File: config.mk
export PLATFORM = sky130hd
export DESIGN_NAME = masked_resp_cmp
export DESIGN_NICKNAME = d
export VERILOG_FILES = /design/src/rtl/rcmp_pkg.sv /design/src/rtl/rcmp_lane.sv /design/src/rtl/rcmp_first.sv /design/src/rtl/rcmp_track.sv /design/src/rtl/masked_resp_cmp.sv
export SDC_FILE = /design/constraint.sdc
export NUM_CORES = 1
export LEC_CHECK = 0
export BUFFER_PORTS_ARGS = -buffer_cell sky130_fd_sc_hd__buf_2
export CORE_ASPECT_RATIO = 0.8
export CORE_MARGIN = 4
export CORE_UTILIZATION = 38
export CTS_CLUSTER_DIAMETER = 60
export DETAILED_ROUTE_END_ITERATION = 7
export PLACE_DENSITY = 0.58
export SYNTH_ARGS = -nofsm -noshare
export SYNTH_HDL_FRONTEND = slang
export SYNTH_SLANG_ARGS = --single-unit
File: constraint.sdc
create_clock -name clk -period 2.46 [get_ports clk]
set_input_delay 0.369 -clock clk [delete_from_list [all_inputs] [get_ports clk]]
set_output_delay 0.369 -clock clk [all_outputs]
set_load 0.05 [all_outputs]
File: src/rtl/rcmp_pkg.sv
package rcmp_pkg;
   localparam int unsigned RCMP_IDX_W_DEF = 32;

   typedef struct packed {
      logic fail;
      logic pulse;
      logic done;
   } rcmp_flags_t;

   localparam rcmp_flags_t RCMP_FLAGS_IDLE = '{fail: 1'b0, pulse: 1'b0, done: 1'b0};
endpackage

File: src/rtl/rcmp_lane.sv
module rcmp_lane (
   input  logic resp_i,
   input  logic gold_i,
   input  logic care_i,
   output logic miss_o
);
   // a cleared care bit forces 0 even when resp_i is unknown
   always_comb miss_o = care_i & (resp_i ^ gold_i);
endmodule

File: src/rtl/rcmp_first.sv
module rcmp_first #(
   parameter int unsigned LANES = 1,
   localparam int unsigned LW = (LANES > 1) ? $clog2(LANES) : 1
) (
   input  logic [LANES-1:0] miss_i,
   output logic             any_o,
   output logic [LW-1:0]    lane_o
);
   generate
      if (LANES == 1) begin : g_single
         always_comb begin
            any_o  = miss_i[0];
            lane_o = '0;
         end
      end else begin : g_multi
         always_comb begin
            any_o  = |miss_i;
            lane_o = '0;
            for (int i = LANES - 1; i >= 0; i--) begin
               if (miss_i[i]) lane_o = LW'(i);
            end
         end
      end
   endgenerate
endmodule

File: src/rtl/rcmp_track.sv
module rcmp_track
   import rcmp_pkg::*;
#(
   parameter int unsigned LANES = 1,
   parameter int unsigned IDX_W = RCMP_IDX_W_DEF,
   localparam int unsigned LW = (LANES > 1) ? $clog2(LANES) : 1
) (
   input  logic             clk,
   input  logic             rst_n,
   input  logic             clr_i,
   input  logic             beat_i,
   input  logic             hit_i,
   input  logic [LW-1:0]    hit_lane_i,
   input  logic             eot_i,
   output logic             fail_o,
   output logic             fail_pulse_o,
   output logic             done_o,
   output logic [IDX_W-1:0] fail_index_o
);
   rcmp_flags_t      flags_q;
   logic [IDX_W-1:0] pos_q;
   logic [IDX_W-1:0] idx_q;
   logic             live;

   always_comb live = beat_i & ~flags_q.fail & ~flags_q.done & ~clr_i;

   always_ff @(posedge clk or negedge rst_n) begin
      if (!rst_n) begin
         flags_q <= RCMP_FLAGS_IDLE;
         pos_q   <= '0;
         idx_q   <= '0;
      end else if (clr_i) begin
         flags_q <= RCMP_FLAGS_IDLE;
         pos_q   <= '0;
         idx_q   <= '0;
      end else begin
         flags_q.pulse <= 1'b0;
         if (live) begin
            pos_q <= pos_q + IDX_W'(LANES);
            if (hit_i) begin
               flags_q.fail  <= 1'b1;
               flags_q.pulse <= 1'b1;
               idx_q         <= pos_q + IDX_W'(hit_lane_i);
            end
         end
         if (eot_i) flags_q.done <= 1'b1;
      end
   end

   always_comb begin
      fail_o       = flags_q.fail;
      fail_pulse_o = flags_q.pulse;
      done_o       = flags_q.done;
      fail_index_o = idx_q;
   end


   pulse_single_chk: assert property (@(posedge clk) disable iff (!rst_n)
      flags_q.pulse |=> !flags_q.pulse);

   pulse_on_rise_chk: assert property (@(posedge clk) disable iff (!rst_n)
      $rose(flags_q.fail) |-> flags_q.pulse);

   fail_sticky_chk: assert property (@(posedge clk) disable iff (!rst_n)
      flags_q.fail && !clr_i |=> flags_q.fail);

   index_frozen_chk: assert property (@(posedge clk) disable iff (!rst_n)
      flags_q.fail && !clr_i |=> $stable(idx_q));

   clear_wins_chk: assert property (@(posedge clk) disable iff (!rst_n)
      clr_i |=> !flags_q.fail && !flags_q.done && !flags_q.pulse);

   idle_hold_chk: assert property (@(posedge clk) disable iff (!rst_n)
      !beat_i && !clr_i |=> $stable(pos_q));
endmodule

File: src/rtl/masked_resp_cmp.sv
module masked_resp_cmp
   import rcmp_pkg::*;
#(
   parameter int unsigned LANES = 1,
   parameter int unsigned IDX_W = RCMP_IDX_W_DEF
) (
   input  logic             clk,
   input  logic             rst_n,
   input  logic             clr_i,
   input  logic             beat_valid_i,
   input  logic [LANES-1:0] resp_i,
   input  logic [LANES-1:0] gold_i,
   input  logic [LANES-1:0] care_i,
   input  logic             eot_i,
   output logic             fail_o,
   output logic             fail_pulse_o,
   output logic [IDX_W-1:0] fail_index_o,
   output logic             done_o,
   output logic             pass_o
);
   localparam int unsigned LW = (LANES > 1) ? $clog2(LANES) : 1;

   generate
      if (LANES < 1) begin : g_bad_lanes
         $error("masked_resp_cmp: LANES must be at least 1");
      end
      if (IDX_W < LW + 1) begin : g_bad_idx
         $error("masked_resp_cmp: IDX_W too narrow for LANES");
      end
   endgenerate

   logic [LANES-1:0] miss;
   logic             hit;
   logic [LW-1:0]    hit_lane;

   generate
      for (genvar g = 0; g < LANES; g++) begin : g_lane
         rcmp_lane u_lane (
            .resp_i (resp_i[g]),
            .gold_i (gold_i[g]),
            .care_i (care_i[g]),
            .miss_o (miss[g])
         );
      end
   endgenerate

   rcmp_first #(.LANES(LANES)) u_first (
      .miss_i (miss),
      .any_o  (hit),
      .lane_o (hit_lane)
   );

   rcmp_track #(.LANES(LANES), .IDX_W(IDX_W)) u_track (
      .clk          (clk),
      .rst_n        (rst_n),
      .clr_i        (clr_i),
      .beat_i       (beat_valid_i),
      .hit_i        (hit),
      .hit_lane_i   (hit_lane),
      .eot_i        (eot_i),
      .fail_o       (fail_o),
      .fail_pulse_o (fail_pulse_o),
      .done_o       (done_o),
      .fail_index_o (fail_index_o)
   );

   always_comb pass_o = done_o & ~fail_o;


   masked_quiet_chk: assert property (@(posedge clk) disable iff (!rst_n)
      beat_valid_i && (care_i == '0) && !fail_o |=> !fail_o);

   idle_quiet_chk: assert property (@(posedge clk) disable iff (!rst_n)
      !beat_valid_i && !fail_o |=> !fail_o);

   pass_done_chk: assert property (@(posedge clk) disable iff (!rst_n)
      pass_o |-> done_o && !fail_o);

   done_hold_chk: assert property (@(posedge clk) disable iff (!rst_n)
      done_o && !clr_i |=> done_o && ($past(fail_o) == fail_o));
endmodule

# After elaboration in Yosys (flattened, before gate mapping)
# Cells that the tools add are included.
[word_totals] regBits=67 input_bits=8 output_inout_bits=36 word_cells=28
[op_classes] add_sub_neg=1 mux=9 n_bitwise=9 n_reduce_logical=4
[op_table] operator="$mux 32" n=5
[op_table] operator="$add 32x1->32 const B" n=1
[op_table] operator="$reduce_bool 2->1" n=3
[op_table] operator="$and 1x1->1" n=5
[op_table] operator="$mux 2" n=2
[op_table] operator="$mux 3" n=1
[op_table] operator="$not 1->1" n=3
[op_table] operator="$reduce_and 2->1" n=1
[op_table] operator="$mux 1" n=1
[op_table] operator="$xor 1x1->1" n=1

# Longest topological paths before layout
[depth] word_depth=6 mapped_depth=6 depth_no_buf=5

# Cells and area by module
# From an unflattened synthesis, not the netlist that was laid out.
[hier_totals] cells_unflattened=416 hier_area_um2=3868.7
[by_module_without_submodules] mod="rcmp_track" n_inst=1 cells_per_inst=410 area_each_um2=3821.2 seq_area_each_um2=1676.6
[by_module_without_submodules] mod="rcmp_first" n_inst=1 cells_per_inst=3 area_each_um2=18.8 seq_area_each_um2=0.0
[by_module_without_submodules] mod="rcmp_lane" n_inst=1 cells_per_inst=2 area_each_um2=15.0 seq_area_each_um2=0.0
[by_module_without_submodules] mod="masked_resp_cmp" n_inst=1 cells_per_inst=1 area_each_um2=13.8 seq_area_each_um2=0.0

# Least setup slack after synthesis
# OpenSTA, ideal clock, no wires.
[synth_timing] path_kind="register -> register" startpoint="reg u_track.flags_q (netlist bit u_track.fail_o)" endpoint="reg u_track.pos_q[31]" setup_ns=0.078 arrival_ns=1.992 required_time_ns=2.382 path_slack_ns=0.390 stages_incl_launch_ff=7 path_buffers=1 synth_period_minus_slack_ns=2.070 path_cell_list="dfrtp_1 nor3b_4 and4_1 buf_6 nand4_4 or4_1 a21oi_1"
[synth_between] elab_chain_len=5
[synth_lines] item="start, declared" line="rcmp_track.sv:20" text="rcmp_flags_t flags_q;"
[synth_lines] item="$not 1->1" line="rcmp_track.sv:25" text="always_comb live = beat_i & ~flags_q.fail & ~flags_q.done & ~clr_i;"
[synth_lines] item="$and 1x1->1 (3 in a row)" line="rcmp_track.sv:25"
[synth_lines] item="$reduce_bool 2->1 (no line)"
[synth_lines] item="end signal, assigned" line="rcmp_track.sv:39" text="pos_q <= pos_q + IDX_W'(LANES);"
[synth_lines] item="end, declared" line="rcmp_track.sv:21" text="logic [IDX_W-1:0] pos_q;"
# No other way between the ends.
# A chain may end at the register's enable or synchronous reset.

# Final worst setup path
[layout_timing] startpoint="reg u_track.flags_q (netlist bit u_track.fail_o)" endpoint="reg u_track.idx_q[4] (netlist: u_track.fail_index_o[4])"
[layout_between] elab_chain_len=6
[layout_lines] item="$not 1->1" line="rcmp_track.sv:25"
[layout_lines] item="$and 1x1->1 (3 in a row)" line="rcmp_track.sv:25"
[layout_lines] item="$reduce_bool 2->1 (no line)"
[layout_lines] item="$reduce_and 2->1 (no line)"
[layout_lines] item="end signal, assigned" line="rcmp_track.sv:43" text="idx_q <= pos_q + IDX_W'(hit_lane_i);"
[layout_lines] item="end, declared" line="rcmp_track.sv:22" text="logic [IDX_W-1:0] idx_q;"
# No other way between the ends.

==> flow_results.org <==
** Run status
- The flow ran to the end, and the final reports show no timing, DRC or antenna violations.

** Worst setup path
- Nature of the critical path endpoint :: flop
- Worst setup path startpoint :: u_track.fail_o$_DFFE_PN0P_
- STA classifies the critical path startpoint as a flop.
- By startpoint and endpoint, the worst setup path is classified as reg2reg.
- Data required time of the critical path :: 2.72 ns
- Reg-to-Reg Start :: u_track.fail_o$_DFFE_PN0P_
- Data arrives at the worst endpoint at 2.20 ns.
- Crit path max fanout :: 20

** Final layout
- Core occupancy in the finished layout :: 47.1%
- Commonest cells after routing, fill and taps aside :: nand2_1 (76), dfrtp_1 (67), buf_2 (43)
- Most frequent standard cell in the layout excluding fill and tap cells :: nand2_1
- The finished cells cover 3570 µm².
- In the final layout, the multi-input gates occupy 1240 µm².
- Diodes inserted :: 0
- Fraction of layout instances using a drive strength above 1 :: 19.7%
- The final layout contains 377 nets.
- Layout Area Growth over Synthesis :: 18.0%
- The sequential cells in the finished layout cover a total of 1680 µm².
- Count of filler cells inserted in the layout :: 773

** Detailed routing
- Vias/cell :: 5.03
- Vias :: 2396
- Dividing the detail-routed wire length by the instance count gives 13.7 µm.
- Number of iterations in the first detailed-routing pass :: 4
- Summed over all layers, the routed wires come to 6510 µm.
- In this run the remaining antenna-violating nets after routing total 0.
- Drt drc :: 0
- The detailed router finished its first iteration with 108 violations.

** Pwr
- Flop pwr share :: 51.8%
- VDD sags by at most 283 µV.
- Combinational share of power :: 4.9%
- Relative contribution of the clock network to total power :: 43.3%
- Power spread over the standard cell area amounts to 604 nW/µm².
- For this design the total switching power over the nets is 0.000481 W.
- Switching portion of total power :: 22.4%
- Internal power comes to 0.00167 W.
- Leakage power total :: 1.65 nW

** Place
- The count of buffers added on input and output ports is 43.
- Last weighted congestion value of the routability-driven placer :: 0.791
- Summing all placed instances gives a cell area of 3370 µm².
- Detailed placement ended at an HPWL of 4490 µm.

** Global route
- For this run the aggregate overflow at the end of global routing stands at 0.
- Maximum number of pins on one net before global-route repair :: 57
- The first global-routing pass estimated 11700 µm of wire.
- Total global-route track usage :: 15.8%
- The number of global-route vias before repair is 2408.
- The initial antenna violation count is 0.

** Job
- Number of violations of the max-capacitance limit :: 0

** CTS
- Clock transition at the register clock pins on the worst setup and hold paths after CTS :: 0.07 ns
- Number of buffers inserted by post-CTS setup repair :: 0
- Number of clock buffers inserted by TritonCTS :: 9
- H-tree levels :: 3
- Post_cts resized :: 0
- CTS tree :: yes
- Clock Sinks :: 67
- CTS Hold Buffers Added :: 0
- Longest Clk Path Bufs :: 2
- Master cell of the clock root buffer :: clkbuf_8
- At the later pin of the worst-skew pair, clock insertion delay measures 0.34 ns.

** Synth
- After synthesis the netlist holds a flip-flop and latch count of 67.
- Gate count of the mapped netlist :: 324
- The average instance in the mapped netlist occupies 9.33 µm².
- The number of nets handed over by synthesis was 333.
- Total standard cell area after synthesis :: 3020 µm²
- Cell type contributing the most total cell area after synthesis :: dfrtp_1
- Sequential elements use 55.5% of the synthesized area.
- Synth Warn # :: 0
- Cell types with the largest area share after synthesis :: dfrtp_1 (55%), nand2_1 (9.4%), a21oi_1 (6.3%)
- Fraction of synthesized cell area taken by the top area cell type :: 55.5%
- Post-synth cell types :: 31

** Floorplan
- Die extent in x :: 108 µm
- The initial utilization of the core area, before any placement, comes to 39.9%.
- Height of the chip :: 87.8 µm
- In this run the count of I/O pins placed on the die edge is 44.
- Floorplan core area :: 7570 µm²
- Area of the die :: 9460 µm²
- Placement row count :: 28

** Timing
- Minimum clock period after layout :: 1.94 ns
- The count of final hold-check violations is 0.
- The final-report max-slew violation count came to 0.
- Based on the critical path, the design can be clocked at up to 515 MHz.
- For the pin with the worst max-slew slack, the measured transition is 0.982 ns.
- After layout, the worst path uses 78.9% of the clock period.
- Setup repair after global routing left no endpoint under its margin.
- In this run the tightest slew margin relative to its limit is 34.5%.
- After routing, the total negative slack on setup checks comes to 0 ns.
- Setup violations remaining at the end of the flow were counted as 0.
- Worst clock skew :: 0.00760 ns

** Min path
- In this run the worst hold path is classified as in2async.
## through the flow
stage	hold WS, ns	power [W]	worst slack (ns)	cells
2_1_floorplan	0.0734	0.00119	0.390	324
3_3_place_gp	0.478	0.00124	0.554	462
3_5_place_dp	0.480	0.00125	0.479	462
4_1_cts	0.110	0.00218	0.467	476
5_1_grt	0.127	0.00225	0.338	476
6_report	0.0865	0.00215	0.520	476
## synth_stat cells
library cell,number
o21ai_0,8
and4_1,3
dfrtp_1,67
nor3_2,1
nor4_1,1
buf_6,1
buf_1,1
nor2_1,33
ha_1,1
nand4_1,10
mux2_2,1
or4_1,5
nand4_4,2
mux2i_1,1
nor4_2,1
clkbuf_2,1
nor3b_4,1
xor2_1,14
inv_1,7
o31ai_1,1
nor2b_1,2
and3_2,2
or3_1,5
nand3_1,11
a21oi_1,38
and2b_1,1
and3_1,2
nand2_1,76
nor3_1,4
xnor2_1,8
clkbuf_1,15
## cell type report
type | instances | area share [%]
timing repair buffer | 51 | 8.07
inverter | 7 | 0.737
sequential | 67 | 47.0
multi-input combinational | 232 | 34.9
clock buffer | 12 | 4.63
tap | 105 | 3.68
clock inverter | 2 | 0.982
## critical path: stages (launching register included)
cell and delay [ns]:
dfrtp_1 0.42, nor3b_4 0.38, and3_2 0.52, buf_4 0.29, nand2_1 0.09, a21oi_1 0.14
## metal layers
layer  GRT usage [%]  up-vias  share of wire (%)
li1                -     1174                  -
met1            21.5     1171                 51
met2            23.9       44                 43
met3            5.67        7                5.6
met4            4.59        0                1.1
met5               0        -                  0
## power groups by stage
| stage | clock [W] | sequential [W] | combinational, W |
|---|---|---|---|
| final | 0.000932 | 0.00111 | 0.000106 |
| after global routing | 0.00101 | 0.00112 | 0.000120 |
| after CTS | 0.000958 | 0.00111 | 0.000111 |
| after detailed placement | 0 | 0.00114 | 0.000111 |
| after global placement | 0 | 0.00114 | 0.000109 |
| after floorplan | 0 | 0.00114 | 0.0000490 |
## sequential cells by signal (all words and copies together), names as in the netlist
signal,count
u_track.pos_q,32
u_track.fail_index_o,32
u_track.fail_o,1
u_track.done_o,1
u_track.fail_pulse_o,1
## worst paths after layout
check	end	slack, ns	cells past startpoint
setup / recovery	u_track.fail_index_o[4]$_DFFE_PN0P_	0.52	5
hold / removal	u_track.fail_index_o[17]$_DFFE_PN0P_	0.09	1
setup reg to reg	u_track.fail_index_o[4]$_DFFE_PN0P_	0.52	5
hold reg to reg	u_track.fail_index_o[11]$_DFFE_PN0P_	0.52	2
max in group asynchronous	u_track.pos_q[7]$_DFFE_PN0P_	1.72	2
min in group clk	u_track.done_o$_DFFE_PN0P_	0.25	3
## kinds of logic after synthesis
family,Yosys count,share of synthesized area (%)
adder cells (fa/ha/maj),1,0.414
AND/OR/NAND/NOR,160,25.8
flip-flops,67,55.5
AO/OA/AOI/OAI,47,7.86
buffers and inverters,25,3.39
XOR/XNOR,22,6.37
multiplexers,2,0.704
No activity file was read; power rests on OpenSTA's default activity.
